**config.mk**
```make
export PLATFORM = sky130hd
export DESIGN_NAME = serrx_top
export DESIGN_NICKNAME = d
export VERILOG_FILES = /design/src/rtl/serrx_pkg.sv /design/src/rtl/serrx_sync.sv /design/src/rtl/serrx_frame.sv /design/src/rtl/serrx_fifo.sv /design/src/rtl/serrx_top.sv
export SDC_FILE = /design/constraint.sdc
export NUM_CORES = 1
export LEC_CHECK = 0
export ABC_AREA = 0
export CORE_UTILIZATION = 40
export DETAILED_ROUTE_END_ITERATION = 10
export DONT_BUFFER_PORTS = 1
export PLACE_DENSITY = 0.52
export SLEW_MARGIN = 20
export SYNTH_ARGS = -nofsm -noshare
export SYNTH_HDL_FRONTEND = slang
export SYNTH_SLANG_ARGS = --single-unit
```
**constraint.sdc**
```tcl
create_clock -name clk -period 2.4 [get_ports clk]
set_input_delay 0.24 -clock clk [delete_from_list [all_inputs] [get_ports clk]]
set_output_delay 0.24 -clock clk [all_outputs]
set_load 0.02 [all_outputs]
```
**src/rtl/serrx_pkg.sv**
```systemverilog
package serrx_pkg;

    localparam int MAX_BITS = 9;
    localparam int OS_RATE  = 16;
    localparam int MID_TICK = OS_RATE / 2;
    localparam int CNT_W    = $clog2(OS_RATE);
    localparam int IDX_W    = $clog2(MAX_BITS + 1);
    localparam int Q_DEPTH  = 2;

    typedef logic [MAX_BITS-1:0] word_t;

    typedef struct packed {
        word_t data;
        logic  ferr;
        logic  perr;
    } entry_t;

    typedef enum logic [2:0] {
        ST_IDLE,
        ST_START,
        ST_DATA,
        ST_PAR,
        ST_STOP
    } rx_state_e;

    // Index of the last data bit for a length code.
    function automatic logic [IDX_W-1:0] last_index(input logic [2:0] code);
        if (code > 3'd4)
            return IDX_W'(MAX_BITS - 1);
        else
            return IDX_W'(code) + IDX_W'(4);
    endfunction

    // High when data plus parity bit violate the rule (odd=1 -> odd rule).
    function automatic logic parity_bad(input word_t d, input logic pbit,
                                        input logic odd);
        return (^d) ^ pbit ^ odd;
    endfunction

endpackage

```
**src/rtl/serrx_sync.sv**
```systemverilog
module serrx_sync #(
    parameter int   STAGES    = 2,
    parameter logic RESET_VAL = 1'b1
) (
    input  logic clk,
    input  logic rst,
    input  logic d_in,
    output logic d_out
);
    logic [STAGES-1:0] chain;

    always_ff @(posedge clk) begin
        if (rst)
            chain <= {STAGES{RESET_VAL}};
        else
            chain <= {chain[STAGES-2:0], d_in};
    end

    assign d_out = chain[STAGES-1];
endmodule

```
**src/rtl/serrx_frame.sv**
```systemverilog
module serrx_frame
    import serrx_pkg::*;
(
    input  logic       clk,
    input  logic       rst,
    input  logic       en,
    input  logic       tick,
    input  logic       rx_s,
    input  logic [2:0] cfg_len,
    input  logic [1:0] cfg_parity,
    output logic       word_valid,
    output entry_t     word_out
);
    localparam logic [CNT_W-1:0] LAST_TICK = CNT_W'(OS_RATE - 1);
    localparam logic [CNT_W-1:0] MID_CNT   = CNT_W'(MID_TICK - 1);

    rx_state_e        state;
    logic [CNT_W-1:0] cnt;
    logic [IDX_W-1:0] idx;
    word_t            shreg;
    logic             perr_q;
    logic             par_on;
    logic             par_odd;

    assign par_on  = cfg_parity[1];
    assign par_odd = cfg_parity[0];

    always_ff @(posedge clk) begin
        if (rst || !en) begin
            state  <= ST_IDLE;
            cnt    <= '0;
            idx    <= '0;
            shreg  <= '0;
            perr_q <= 1'b0;
        end else if (tick) begin
            unique case (state)
                ST_IDLE: begin
                    if (!rx_s) begin
                        state <= ST_START;
                        cnt   <= CNT_W'(1);
                    end
                end
                ST_START: begin
                    if (cnt == MID_CNT) begin
                        cnt <= '0;
                        if (!rx_s) begin
                            state  <= ST_DATA;
                            idx    <= '0;
                            shreg  <= '0;
                            perr_q <= 1'b0;
                        end else begin
                            state <= ST_IDLE;
                        end
                    end else begin
                        cnt <= cnt + 1'b1;
                    end
                end
                ST_DATA: begin
                    if (cnt == LAST_TICK) begin
                        cnt        <= '0;
                        shreg[idx] <= rx_s;
                        idx        <= idx + 1'b1;
                        if (idx == last_index(cfg_len))
                            state <= par_on ? ST_PAR : ST_STOP;
                    end else begin
                        cnt <= cnt + 1'b1;
                    end
                end
                ST_PAR: begin
                    if (cnt == LAST_TICK) begin
                        cnt    <= '0;
                        perr_q <= parity_bad(shreg, rx_s, par_odd);
                        state  <= ST_STOP;
                    end else begin
                        cnt <= cnt + 1'b1;
                    end
                end
                ST_STOP: begin
                    if (cnt == LAST_TICK) begin
                        cnt   <= '0;
                        state <= ST_IDLE;
                    end else begin
                        cnt <= cnt + 1'b1;
                    end
                end
                default: state <= ST_IDLE;
            endcase
        end
    end

    assign word_valid    = en && tick && (state == ST_STOP) && (cnt == LAST_TICK);
    assign word_out.data = shreg;
    assign word_out.ferr = !rx_s;
    assign word_out.perr = perr_q;
endmodule

```
**src/rtl/serrx_fifo.sv**
```systemverilog
module serrx_fifo
    import serrx_pkg::*;
#(
    parameter int DEPTH = 2,
    localparam int PW   = (DEPTH > 1) ? $clog2(DEPTH) : 1,
    localparam int CW   = $clog2(DEPTH + 1)
) (
    input  logic          clk,
    input  logic          rst,
    input  logic          flush,
    input  logic          push,
    input  entry_t        push_data,
    input  logic          pop,
    output entry_t        head,
    output logic          not_empty,
    output logic          pop_ok,
    output logic          drop,
    output logic [CW-1:0] count
);
    entry_t        mem [DEPTH];
    logic [PW-1:0] rd_ptr;
    logic [PW-1:0] wr_ptr;
    logic          push_ok;

    function automatic logic [PW-1:0] next_ptr(input logic [PW-1:0] p);
        return (p == PW'(DEPTH - 1)) ? '0 : p + 1'b1;
    endfunction

    assign not_empty = (count != '0);
    assign pop_ok    = pop && not_empty;
    assign push_ok   = push && ((count != CW'(DEPTH)) || pop_ok);
    assign drop      = push && !push_ok;
    assign head      = mem[rd_ptr];

    always_ff @(posedge clk) begin
        if (rst || flush) begin
            rd_ptr <= '0;
            wr_ptr <= '0;
            count  <= '0;
            for (int i = 0; i < DEPTH; i++)
                mem[i] <= '0;
        end else begin
            if (push_ok) begin
                mem[wr_ptr] <= push_data;
                wr_ptr      <= next_ptr(wr_ptr);
            end
            if (pop_ok)
                rd_ptr <= next_ptr(rd_ptr);
            if (push_ok && !pop_ok)
                count <= count + 1'b1;
            else if (pop_ok && !push_ok)
                count <= count - 1'b1;
        end
    end
endmodule

```
**src/rtl/serrx_top.sv**
```systemverilog
module serrx_top
    import serrx_pkg::*;
#(
    parameter int FIFO_DEPTH = Q_DEPTH,
    parameter int SYNC_STAGES = 2,
    localparam int QCW = $clog2(FIFO_DEPTH + 1)
) (
    input  logic                clk,
    input  logic                rst,
    input  logic                os_tick,
    input  logic                rx_line,
    input  logic                cfg_enable,
    input  logic [2:0]          cfg_len,
    input  logic [1:0]          cfg_parity,
    input  logic                rd_pop,
    output logic                rx_done,
    output logic [MAX_BITS-1:0] rx_data,
    output logic                st_frame_err,
    output logic                st_parity_err,
    output logic                st_overrun
);
    logic           rx_s;
    logic           frm_valid;
    entry_t         frm_word;
    entry_t         q_head;
    logic           q_not_empty;
    logic           q_pop_ok;
    logic           q_drop;
    logic [QCW-1:0] q_count;
    logic           ovr_q;

    serrx_sync #(.STAGES(SYNC_STAGES), .RESET_VAL(1'b1)) u_sync (
        .clk   (clk),
        .rst   (rst),
        .d_in  (rx_line),
        .d_out (rx_s)
    );

    serrx_frame u_frame (
        .clk        (clk),
        .rst        (rst),
        .en         (cfg_enable),
        .tick       (os_tick),
        .rx_s       (rx_s),
        .cfg_len    (cfg_len),
        .cfg_parity (cfg_parity),
        .word_valid (frm_valid),
        .word_out   (frm_word)
    );

    serrx_fifo #(.DEPTH(FIFO_DEPTH)) u_fifo (
        .clk       (clk),
        .rst       (rst),
        .flush     (!cfg_enable),
        .push      (frm_valid),
        .push_data (frm_word),
        .pop       (rd_pop),
        .head      (q_head),
        .not_empty (q_not_empty),
        .pop_ok    (q_pop_ok),
        .drop      (q_drop),
        .count     (q_count)
    );

    always_ff @(posedge clk) begin
        if (rst || !cfg_enable)
            ovr_q <= 1'b0;
        else if (q_drop)
            ovr_q <= 1'b1;
        else if (q_pop_ok)
            ovr_q <= 1'b0;
    end

    assign rx_done       = q_not_empty;
    assign rx_data       = q_not_empty ? q_head.data : '0;
    assign st_frame_err  = q_not_empty && q_head.ferr;
    assign st_parity_err = q_not_empty && q_head.perr;
    assign st_overrun    = ovr_q;
endmodule

```
==> flow_summary.toml <==
[timing]
tns_ns = 0
setup_viol = 0
worst_pin_slew_ns = 0.7883
max_freq_ghz = 0.4715
final-max-slew-violation-count = 0
finalHoldViolations = 0
hold_ws_ns = 0.03483
relSlewSlack_pct = 47.25
rsz0062_at_grt = "no"
min_period_ns = 2.121
post-route-period-util_pct = 88.37
skew_ns = 0.006858

[critical_path]
worst_setup_path_start_kind = "flop"
crit_path_end_kind = "flop"
required_ns = 2.63
worstPathMaxFanout = 12
r2r_end = "u_fifo.count[1]"
reg2regPathDepth = 6
criticalPathCategory = "reg2reg"
rr_startpoint = "u_fifo.count[0]"
r2r_slack_ns = 0.28
arrival_ns = 2.35

[hold_path]
hold_end = "u_sync.chain[0]"
holdPathStages = 1
hp-class = "in2reg"
hp-start = "rx_line"

[synthesis]
async_flop_share_pct = 0
syn_nets = 288
synthXorXnorAreaFrac_pct = 6.539
yosys_warnings = 0
syn_area_sq_um = 2679
synth_fa_ha_area_share_pct = 2.802
synth-simple-area-share_pct = 27.32
synth-edff-count = 22
synth_top_family_by_area = "simple AND/OR/NAND/NOR gates"
ys_seq_area_share_pct = 46.33
syn-mean-instance-area_sq_um = 9.885
synth_cell_types = 48
ys_seq_elements = 51
synth_mux_area_share_pct = 5.231
synthCells = 271
ys.flop_type = "dfxtp_1"
synth_compound_area_share_pct = 8.781

[job]
drv_cap = 0

[clocking]
cts_resized = 0
path_clk_slew_ns = 0.09
cts_tree = "yes"
ctsHoldBuffers = 0
cts_max_level = 2
post_cts_buffers = 0
cts-root-buf = "clkbuf_8"
cts.sinks = 51
cts-buffers-inserted = 5
clock_latency_ns = 0.30
cts_max_path_buffers = 2

[placed_design]
gp_congestion = 0.7793
post-dp-hpwl_mm = 3.640
place_area_sq_um = 2789
dpl.cell_count = 345
portBuffers = 0

[pwr]
fin_total_pwr_uw = 1683
power_density_nw_per_um2 = 576.0
switching_share_pct = 19.47
p_int_uw = 1355
vdd_drop_max_mv = 0.2536
p_sw_uw = 327.6
power_frac_clock_pct = 41.7
combPwrFrac_pct = 3.2
p_seq_share_pct = 55.1
p_leak_uw = 0.001006

[floorplan]
rows = 29
die_area_sq_um = 7028
initial_utilization_pct = 41.71
fp.dieH_um = 83.84
core_region_area_sq_um = 6422
ios = 24
die_w_um = 83.84

[global_routing]
grt_pass1_vias = 1718
grt_max_degree = 18
grt_antenna_before_repair = 0
grt_overflow = 0
grt_pass1_wl_mm = 8.790
grt_usage_pct = 15.98

[run_status]
violations = "design-rule violations"
status = "finished with violations"

[cells_and_area]
fin_area_sq_um = 2922
fin_cells = 353
mostFrequentLayoutCells = "dfxtp_1 (29), nor2_1 (26), edfxtp_1 (22)"
final_nets = 292
n_antenna_cell = 0
syn2layout_area_growth_pct = 9.061
final_common_cell = "dfxtp_1"
drive_gt1_share_pct = 9.783

[detailed_routing]
initialDrtViolationCount = 76
drtPass1Iterations = 7
drtAntennaViolNets = 0
wire_per_inst_um = 14.61
via_per_inst = 5.161
drc = 4
vias = 1822
wirelength_mm = 5.156
## routing by layer
layer,global-route usage (%),routed length (um),vias up
li1,-,-,959
met2,24.22,2217,26
met4,5.172,72,0
met3,3.660,171,7
met1,22.51,2694,830
met5,0,0,-
## area by class of cell
type | count | area (sq um)
timing repair buffer | 9 | 67.56
clock buffer | 6 | 72.57
clock inverter | 2 | 60.06
tap | 77 | 96.34
sequential | 51 | 1241
multi-input combinational | 201 | 1358
fill | 626 | 3501
inverter | 7 | 26.28
## cells by family after synthesis
family / count (synthesis)
simple gates: 125
fa+ha+maj: 6
mux: 14
flops: 51
xor+xnor: 20
compound gates: 36
buf+inv: 19
## cell usage after synthesis (5+ instances only)
| cell type | count | area (sq um) |
|---|---|---|
| nor2b_1 | 7 | 43.79 |
| xor2_1 | 8 | 70.07 |
| a21oi_1 | 15 | 75.07 |
| nor2_1 | 26 | 97.59 |
| nand2_1 | 12 | 45.04 |
| buf_2 | 7 | 35.03 |
| nand2b_1 | 7 | 43.79 |
| inv_1 | 7 | 26.28 |
| mux2i_1 | 14 | 140.1 |
| xnor2_1 | 12 | 105.1 |
| nor3_1 | 5 | 25.02 |
| ha_1 | 6 | 75.07 |
| nand3_1 | 14 | 70.07 |
| o21ai_0 | 7 | 35.03 |
| and2_1 | 20 | 125.1 |
| nand4_1 | 9 | 56.30 |
| edfxtp_1 | 22 | 660.6 |
| dfxtp_1 | 29 | 580.6 |
## power by group through the flow
stage          registers [uW]  clock network [uW]  logic [uW]
6_report                  927                 702        53.7
5_1_grt                   929                 764        60.7
4_1_cts                   927                 725        55.0
3_5_place_dp              948                   0        54.7
3_3_place_gp              947                   0        54.5
2_1_floorplan             945                   0        41.7
## metrics by stage
step / setup WS [ns] / utilization, %
final: 0.2790 / 45.49
after global routing: 0.02621 / 45.49
after CTS: 0.2336 / 45.49
after detailed placement: 0.2626 / 43.42
after global placement: 0.3285 / 43.42
after floorplan: 0.3671 / -
## flip-flops by register name, summed over array words and instances (netlist names), named ones only
register and flops:
u_fifo.wr_ptr 1, u_sync.chain 2, u_fifo.mem 22, u_frame.cnt 4
u_frame.idx 4, st_overrun 1, u_frame.state 3, u_fifo.count 2
u_frame.shreg 9, u_fifo.rd_ptr 1, u_frame.perr_q 1
## how the worst max path moves through the flow
stage / start / cells after the start / end
final: u_fifo.count[0] / 6 / u_fifo.count[1]
after global routing: u_fifo.count[0] / 6 / u_fifo.count[1]
after CTS: u_fifo.count[0] / 6 / u_fifo.count[1]
after detailed placement: u_fifo.count[0] / 6 / u_fifo.count[1]
after global placement: u_frame.state[0] / 5 / u_frame.shreg[2]
after floorplan: u_frame.cnt[0] / 5 / u_fifo.mem[1][0]
## worst max-delay path, cell delays in order (launching register included)
cell and delay [ns]:
dfxtp_1 0.36, nor2_1 0.61, inv_1 0.13, nand2_1 0.17
ha_1 0.28, or3_1 0.35, a21oi_1 0.15
No activity file was read; power rests on OpenSTA's default activity.
